===== src/rtl/odt_pkg.sv =====
package odt_pkg;
  typedef enum logic [1:0] {
    TERM_OFF = 2'd0,
    TERM_NOM = 2'd1,
    TERM_WR  = 2'd2
  } term_sel_e;
endpackage


===== src/rtl/odt_req_pipe.sv =====
module odt_req_pipe #(
  parameter int DEPTH = 2
) (
  input  logic clk,
  input  logic rst_n,
  input  logic din,
  output logic dout
);
  logic [DEPTH-1:0] stage_q;

  genvar i;
  generate
    for (i = 0; i < DEPTH; i++) begin : g_stage
      if (i == 0) begin : g_first
        always_ff @(posedge clk) begin
          if (!rst_n) stage_q[0] <= 1'b0;
          else        stage_q[0] <= din;
        end
      end else begin : g_next
        always_ff @(posedge clk) begin
          if (!rst_n) stage_q[i] <= 1'b0;
          else        stage_q[i] <= stage_q[i-1];
        end
      end
    end
  endgenerate

  assign dout = stage_q[DEPTH-1];
endmodule


===== src/rtl/odt_wr_window.sv =====
module odt_wr_window #(
  parameter int LAT_W = 4,
  parameter int BURST = 4,
  parameter int GUARD = 1
) (
  input  logic             clk,
  input  logic             rst_n,
  input  logic             wr_cmd,
  input  logic [LAT_W-1:0] wr_lat,
  output logic             win
);
  localparam int AGE_W = LAT_W + 3;

  logic [AGE_W-1:0] age_q;
  logic             busy_q;
  logic [AGE_W-1:0] lat_x;
  logic [AGE_W-1:0] last_age;

  assign lat_x    = AGE_W'(wr_lat);
  assign last_age = lat_x + AGE_W'(BURST + GUARD - 1);

  always_ff @(posedge clk) begin
    if (!rst_n) begin
      age_q  <= '0;
      busy_q <= 1'b0;
    end else if (wr_cmd) begin
      age_q  <= AGE_W'(1);
      busy_q <= 1'b1;
    end else if (busy_q) begin
      if (age_q >= last_age) busy_q <= 1'b0;
      else                   age_q  <= age_q + AGE_W'(1);
    end
  end

  assign win = busy_q && ((age_q + AGE_W'(GUARD)) >= lat_x) && (age_q <= last_age);
endmodule


===== src/rtl/odt_term_select.sv =====
module odt_term_select
  import odt_pkg::*;
#(
  parameter int NOM_W = 3,
  parameter int WR_W  = 2
) (
  input  logic             req,
  input  logic             win,
  input  logic             dll_off,
  input  logic [NOM_W-1:0] nom_code,
  input  logic [WR_W-1:0]  wr_code,
  output term_sel_e        sel,
  output logic [NOM_W-1:0] val
);
  logic nom_on, wr_on;

  assign nom_on = |nom_code;
  assign wr_on  = |wr_code;

  always_comb begin
    sel = TERM_OFF;
    val = '0;
    if (req) begin
      if (win && wr_on && !dll_off) begin
        sel = TERM_WR;
        val = NOM_W'(wr_code);
      end else if (nom_on) begin
        sel = TERM_NOM;
        val = nom_code;
      end
    end
  end
endmodule


===== src/rtl/odt_term_ctrl.sv =====
module odt_term_ctrl
  import odt_pkg::*;
#(
  parameter int REQ_DLY = 2,
  parameter int LAT_W   = 4,
  parameter int BURST   = 4,
  parameter int GUARD   = 1,
  parameter int NOM_W   = 3,
  parameter int WR_W    = 2
) (
  input  logic             clk,
  input  logic             rst_n,
  input  logic             odt_pin,
  input  logic [NOM_W-1:0] nom_code,
  input  logic [WR_W-1:0]  wr_code,
  input  logic [LAT_W-1:0] wr_lat,
  input  logic             wr_cmd,
  input  logic             dll_off,
  input  logic             out_dis,
  output logic [1:0]       term_sel,
  output logic [NOM_W-1:0] term_val,
  output logic             dq_oe
);
  logic      req_d;
  logic      win;
  term_sel_e sel;
  logic      oe_q;

  odt_req_pipe #(.DEPTH(REQ_DLY)) u_pipe (
    .clk(clk), .rst_n(rst_n), .din(odt_pin), .dout(req_d)
  );

  odt_wr_window #(.LAT_W(LAT_W), .BURST(BURST), .GUARD(GUARD)) u_win (
    .clk(clk), .rst_n(rst_n), .wr_cmd(wr_cmd), .wr_lat(wr_lat), .win(win)
  );

  odt_term_select #(.NOM_W(NOM_W), .WR_W(WR_W)) u_sel (
    .req(req_d), .win(win), .dll_off(dll_off),
    .nom_code(nom_code), .wr_code(wr_code), .sel(sel), .val(term_val)
  );

  always_ff @(posedge clk) begin
    if (!rst_n) oe_q <= 1'b0;
    else        oe_q <= !out_dis;
  end

  assign term_sel = sel;
  assign dq_oe    = oe_q;
endmodule


===== config.mk =====
export PLATFORM = sky130hd
export DESIGN_NAME = odt_term_ctrl
export DESIGN_NICKNAME = d
export VERILOG_FILES = /design/src/rtl/odt_pkg.sv /design/src/rtl/odt_req_pipe.sv /design/src/rtl/odt_wr_window.sv /design/src/rtl/odt_term_select.sv /design/src/rtl/odt_term_ctrl.sv
export SDC_FILE = /design/constraint.sdc
export NUM_CORES = 1
export LEC_CHECK = 0
export ABC_AREA = 0
export CORE_MARGIN = 2
export CORE_UTILIZATION = 25
export CTS_BUF_LIST = sky130_fd_sc_hd__clkbuf_8
export DETAILED_ROUTE_END_ITERATION = 16
export GPL_TIMING_DRIVEN = 1
export HOLD_SLACK_MARGIN = 0.15
export SYNTH_ARGS = -nofsm -noshare
export SYNTH_HDL_FRONTEND = slang
export SYNTH_SLANG_ARGS = --single-unit

===== constraint.sdc =====
create_clock -name clk -period 3.1 [get_ports clk]
set_clock_uncertainty 0.1 [all_clocks]
set_input_delay 0.62 -clock clk [delete_from_list [all_inputs] [get_ports clk]]
set_output_delay 0.62 -clock clk [all_outputs]
set_load 0.02 [all_outputs]

==> metrics.md, run 1 <==
| Metric | Value |
|---|---|
| Proportion of synthesized area in mux cells | roughly 2.5% |
| Slew of the pin with the lowest slew margin | 0.480 ns |
| P&R area growth vs syn | 51.6% |
| First-pass DRT Iterations | 4 |
| Routability congestion estimate from global placement | about 0.74 |
| Cell area after layout | between 0.001 and 0.0015 sq mm |
| Crit path kind | input port to output pin |
| Initial antenna violation count | 0 |
| Area share of fa/ha/maj cells after synthesis | 17.5% |
| Number of synthesized flops with an enable pin | 0 |
| Slew Limit Fails | 0 |
| # port buffers | 20 |
| Clock latency on the worst-skew pair | roughly 0.23 ns |
| Final Setup Violations | 0 |
| Synth async-reset ratio | 0% |
| Fraction of layout cells with a size suffix above 1 | 25.2% |
| Clock transition at the registers of the reported paths | around 0.05 ns |
| Crit path cell chain | dlygate4sd2_1 -> ha_1 -> nand2_1 -> a211oi_2 -> o211ai_1 -> o211a_4 -> and3b_1 -> buf_4 |
| Width of the die | approximately 60 um |
| Drt initial violations | 11 |
| Total power | 377 uW |
| Syn nets | 120 |
| Residual DRC | 0 |
| CTS Hold Bufs | 0 |
| Worst path bufs/invs | 2 |
| Antenna-violating nets left | 0 |
| First-pass GRT wire length | between 3000 and 4000 um |
| Area post-placement | about 0.0011 sq mm |
| Post-route clock period utilization | 96.1% |
| Arr. time, crit path | 2.26 ns |
| CP max-delay cell | ha_1 |
| Commonest cells in the netlist | dfxtp_1 (11), ha_1 (11), nand2_1 (10) |
| Worst min-delay path class | flop to flop |
| Endpoint class of the critical path | output pin |
| Initial Util | between 20% and 30% |
| Final Hold Vio Count | 0 |
| Die area | approximately 0.0036 sq mm |
| Cell variety after synth | 30 |
| Total wire length | 1870 um |
| Leak Pwr | between 0.0004 and 0.0005 uW |
| Mapped Area | about 800 sq um |
| Largest family of logic cells by synthesized area | simple AND/OR/NAND/NOR gates |
| Nets | 154 |
| Worst Path Required | ~2.4 ns |
| Drt via density | 4.49 |
| Total GRT Usage | 11.2% |
| Core Box Area | between 0.003 and 0.004 sq mm |
| Hold path depth | 1 |
| Reg2reg path depth | 8 |
| Die Height | around 60 um |
| Crit-path max FO | 5 |
| Max clock buf depth | 2 |
| Largest net degree at the start of global routing | 8 |
| Clk Tree Root Cell | clkbuf_8 |
| Syn avg cell area | between 8 and 9 sq um |
| Min cycle time layout | ~3.0 ns |
| Via count | ~770 |
| CTS Sinks | 11 |
| Share of the synthesized area in the top cell type | between 20% and 30% |
| Post-Synth Simple-Gate Area | a little over a quarter |
| TritonCTS clock tree | done |
| Worst rel slew slack | about 68% |
| Final Worst Setup Slack | 0.120 ns |
| #FFs+latches synth | 11 |
| IO Count | 21 |
| Fmax | approximately 0.34 GHz |
| Post-synthesis xor/xnor area fraction | between 7 and 8% |
| Cell depth of the worst setup path | 8 |
| Status | finished clean |
| DP Worst Slack | -0.698 ns |
| H-tree levels | 1 |
| CTS Buf Count | 3 |
| Routed len/inst | approximately 11 um |
| Sequential fraction of the synthesis area | between 20 and 30% |
| Primary FF master, synth | dfxtp_1 |
| Nature of the critical path startpoint | input port |
| Area contributors post-synth | dfxtp_1 (28%), ha_1 (18%), xnor2_1 (5.6%) |
| FP Rows | 20 |
| Synth area leader | dfxtp_1 |
| Congestion Overflow GR | 0 |
| Pwr dens | about 320 mW/mm^2 |
| Post-synthesis compound-gate area fraction | about an eighth |
| Cell family with most CP delay | compound AO/OA/AOI/OAI gates |
| Max-cap violations | 0 |
| Diode count | 0 |
| Synthesized instance count | 94 |
| Slowest Stage Delay on Critical Path | 0.30 ns |
| Synth warn | 0 |
| Peak VDD IR | between 0.2 and 0.25 mV |
| DP HPWL | ~1400 um |
| Vias in the first global route | roughly 730 |
[layout make-up]
type                    count  area, sq um
clock buffers               3         41.3
clock inverters             1         3.75
fillers                   320         1840
inverters                   8         30.0
multi-input cells          75          598
flip-flops and latches     11          220
well taps                  44         55.1
repair buffers             29          243
[cells by family (layout without fill, tap and decap cells)]
family	after synthesis	in the layout
adder cells (fa/ha/maj)	11	11
AO/OA/AOI/OAI	15	15
XOR/XNOR	7	7
multiplexers	2	2
buffers and inverters	8	41
flip-flops	11	11
AND/OR/NAND/NOR	40	40
[timing repair]
item | CTS | global route
endpoints found under the hold margin | 0 | 0
resized for setup | 37 | 8
endpoints found under the setup margin | 5 | 5
pin swaps | 6 | 4
setup buffers | 0 | 0
[flip-flops by register name, indices dropped and copies added (netlist names)]
| name | cells |
|---|---|
| u_win.busy_q | 1 |
| u_win.age_q | 7 |
| dq_oe | 1 |
| u_pipe.dout | 1 |
| u_pipe.stage_q | 1 |
[routing by layer]
metal	vias to the layer above	part of all wire [%]	track usage (%)
li1	391	-	-
met1	360	45	14.2
met2	12	51	19.1
met3	4	2.6	1.30
met4	0	1.9	4.76
met5	-	0	0
[cells in the final DEF (no fill, tap or decap), drive strengths merged]
| cell | Yosys | layout |
|---|---|---|
| buf | 0 | 15 |
| dfxtp | 11 | 11 |
| clkdlybuf4s50 | 0 | 11 |
| ha | 11 | 11 |
| nand2 | 10 | 10 |
| nor2 | 10 | 10 |
| inv | 8 | 9 |
| xnor2 | 5 | 5 |
| o21ai | 4 | 4 |
| a21oi | 4 | 4 |
| clkbuf | 0 | 4 |
| nor3 | 3 | 3 |
| and2 | 3 | 3 |
| nand3 | 3 | 3 |
| xor2 | 2 | 2 |
| or3 | 2 | 2 |
| mux2i | 2 | 2 |
| o21a | 2 | 2 |
| dlygate4sd2 | 0 | 2 |
| nor3b | 2 | 2 |
| a211oi | 1 | 1 |
| o211ai | 1 | 1 |
| nand4 | 1 | 1 |
| nand4bb | 1 | 1 |
| nand3b | 1 | 1 |
| nor4b | 1 | 1 |
| o2bb2ai | 1 | 1 |
| o211a | 1 | 1 |
| and3b | 1 | 1 |
| nand2b | 1 | 1 |
| a31oi | 1 | 1 |
| nor2b | 1 | 1 |
[path summary, 6_finish.rpt]
kind	slack, ns	to	from
max	0.12	term_val[2]	wr_lat[0]
min	0.34	u_pipe.dout	u_pipe.stage_q[0]
max reg2reg	1.13	u_win.age_q[0]	u_win.age_q[0]
min reg2reg	0.34	u_pipe.dout	u_pipe.stage_q[0]
[metrics by stage]
| stage | hold slack, ns | instances | TNS (ns) | utilization [%] |
|---|---|---|---|---|
| 2_1_floorplan | 0.312 | 94 | 0 | - |
| 3_3_place_gp | 0.317 | 167 | -3.10 | 36.6 |
| 3_5_place_dp | 0.321 | 167 | -3.28 | 36.6 |
| 4_1_cts | 0.332 | 171 | 0 | 38.6 |
| 5_1_grt | 0.340 | 171 | -0.00854 | 39.3 |
| 6_report | 0.336 | 171 | 0 | 39.3 |
[report_power, final]
group          switching, uW  leakage [uW]  internal, uW
logic                   40.8      0.000375          49.2
clock network           49.8     0.0000269          86.5
registers               3.57     0.0000900           147
No activity file was read; power rests on OpenSTA's default activity.
==> inputs of run 2 (changes only) <==
--- a/config.mk
+++ b/config.mk
@@ -10,6 +10,7 @@
 export CORE_UTILIZATION = 25
 export CTS_BUF_LIST = sky130_fd_sc_hd__clkbuf_8
 export DETAILED_ROUTE_END_ITERATION = 16
+export GPL_ROUTABILITY_DRIVEN = 0
 export GPL_TIMING_DRIVEN = 1
 export HOLD_SLACK_MARGIN = 0.15
 export SYNTH_ARGS = -nofsm -noshare
==> results of run 2 <==
Final layout, timing and power as in run 1 (identical DEF).
==> inputs of run 3 (changes only) <==
--- a/config.mk
+++ b/config.mk
@@ -13,6 +13,8 @@
 export GPL_ROUTABILITY_DRIVEN = 0
 export GPL_TIMING_DRIVEN = 1
 export HOLD_SLACK_MARGIN = 0.15
+export PLACE_DENSITY_LB_ADDON = 0.3
+export SKIP_LAST_GASP = 1
 export SYNTH_ARGS = -nofsm -noshare
 export SYNTH_HDL_FRONTEND = slang
 export SYNTH_SLANG_ARGS = --single-unit
==> run 3 against run 2 <==
  * Utilization barely moved
  * Maximum frequency down 1.4%
  * Combinational power rose by 0.8%
  * Critical path type unchanged
  * Largest power group unchanged
  * Highest routed layer unchanged
==> metrics.md, run 3 (synthesis results as in run 1) <==
| Metric | Value |
|---|---|
| Endpoint class of the critical path | output pin |
| DP HPWL | roughly 1400 um |
| First-pass DRT Iterations | 3 |
| Min cycle time layout | between 3 and 4 ns |
| Core Box Area | roughly 0.0030 sq mm |
| Max-cap violations | 0 |
| Drt initial violations | 24 |
| Antenna-violating nets left | 0 |
| H-tree levels | 1 |
| Fmax | between 0.3 and 0.4 GHz |
| Crit path from | wr_lat[3] |
| First-pass GRT wire length | 3000 um |
| Total power | 377 uW |
| Crit-path max FO | 5 |
| Nature of the critical path startpoint | input port |
| Reg2reg path depth | 7 |
| Cell area after layout | ~0.0012 sq mm |
| Total wire length | about 1700 um |
| Max reg flops | 7 |
| Post-route clock period utilization | a little over nine tenths |
| Fill count | about 320 |
| Die area | 0.00361 sq mm |
| CTS Hold Bufs | 0 |
| Diode count | 0 |
| # port buffers | 20 |
| TritonCTS clock tree | done |
| Pwr dens | 316 mW/mm^2 |
| Arr. time, crit path | 2.30 ns |
| Fraction of layout cells with a size suffix above 1 | around 24% |
| Final Worst Setup Slack | slightly below 0.08 ns |
| DP Worst Slack | -0.744 ns |
| CTS Buf Count | 3 |
| WHS | between 0.3 and 0.4 ns |
| Leak Pwr | around 0.00050 uW |
| Clock latency on the worst-skew pair | between 0.2 and 0.25 ns |
| Largest net degree at the start of global routing | 8 |
| Die Height | 60.1 um |
| CP Capture Point | term_val[0] |
| Peak VDD IR | about 0.21 mV |
| Via count | around 740 |
| Routed len/inst | between 10 and 15 um |
| Initial antenna violation count | 0 |
| Total GRT Usage | 11.1% |
| Final Setup Violations | 0 |
| Final Hold Vio Count | 0 |
| Worst min-delay path class | flop to flop |
| Worst rel slew slack | a little over two thirds |
| Register-to-register setup slack | 1.08 ns |
| FP Rows | 20 |
| Width of the die | about 60 um |
| Clock transition at the registers of the reported paths | 0.04 ns |
| Drt via density | approximately 4.3 |
| Congestion Overflow GR | 0 |
| Slew of the pin with the lowest slew margin | 0.437 ns |
| Top reg by flops | u_win.age_q |
| Nets | roughly 160 |
| Area post-placement | around 0.0011 sq mm |
| CTS Sinks | 11 |
| Crit path kind | input port to output pin |
| IO Count | 21 |
| Vias in the first global route | between 700 and 800 |
| Residual DRC | 0 |
| Crit Reg-Reg Endpoint | u_win.age_q[0] |
| Status | finished clean |
| Slew Limit Fails | 0 |
| Worst Path Required | 2.38 ns |
| Initial Util | 26.0% |
| Most frequent cells in the layout | buf_4 (14), dfxtp_1 (11), clkdlybuf4s50_1 (11) |
| Max clock buf depth | 2 |
| Reg-to-Reg Start | u_win.age_q[4] |
| Commonest non-fill, non-tap cell in the layout | buf_4 |
| Clk Tree Root Cell | clkbuf_8 |
| P&R area growth vs syn | 51.8% |
-- run 3: cell types whose count changed in the layout (fill, tap and decap cells not counted), sizes merged --
cell	before	now
buf	15	17
clkbuf	4	3
-- run 3: worst min-delay path by stage --
stage	slack (ns)	endpoint	cells after the start	startpoint
2_1_floorplan	0.31	u_pipe.dout	1	u_pipe.stage_q[0]
3_3_place_gp	0.32	u_pipe.dout	1	u_pipe.stage_q[0]
3_5_place_dp	0.32	u_pipe.dout	1	u_pipe.stage_q[0]
4_1_cts	0.34	u_pipe.dout	1	u_pipe.stage_q[0]
5_1_grt	0.35	u_pipe.dout	1	u_pipe.stage_q[0]
6_report	0.33	u_pipe.dout	1	u_pipe.stage_q[0]
-- run 3: critical path: stages --
cell	delay, ns
buf_4	0.12
ha_4	0.25
inv_2	0.03
ha_1	0.26
nand4bb_1	0.16
nor2_1	0.17
o2bb2ai_2	0.12
o211a_4	0.20
mux2i_1	0.20
buf_4	0.17
-- run 3: area by class of cell --
class	instances	area [sq um]	area share, %
multi-input cells	75	582	48.8
repair buffers	30	260	21.8
flip-flops and latches	11	220	18.5
well taps	44	55.1	4.62
clock buffers	3	41.3	3.46
inverters	8	30.0	2.52
clock inverters	1	3.75	0.315
-- run 3: repair_timing --
action / CTS / global route
setup endpoints to repair: 5 / 3
resized for setup: 42 / 4
buffers inserted: 1 / 0
pin swaps: 10 / 5
-- run 3: power by group --
group          internal (uW)  total, uW  switching (uW)
registers                147        150            3.06
clock network           86.6        137            50.0
logic                   51.0       90.7            39.6
-- run 3: through the flow --
stage	util (%)	TNS, ns	cells
CTS	38.9	0	172
global route	39.4	-0.0107	172
global placement	36.6	-3.11	167
floorplan	-	0	94
finish	39.4	0	172
detailed placement	36.6	-3.41	167
-- run 3: metal layers --
| layer | routed length (um) | track usage (%) | share of wire (%) |
|---|---|---|---|
| met1 | 760 | 12.7 | 44 |
| met2 | 899 | 18.9 | 52 |
| met3 | 54 | 2.38 | 3.1 |
| met4 | 28 | 6.03 | 1.6 |
| met5 | 0 | 0 | 0 |
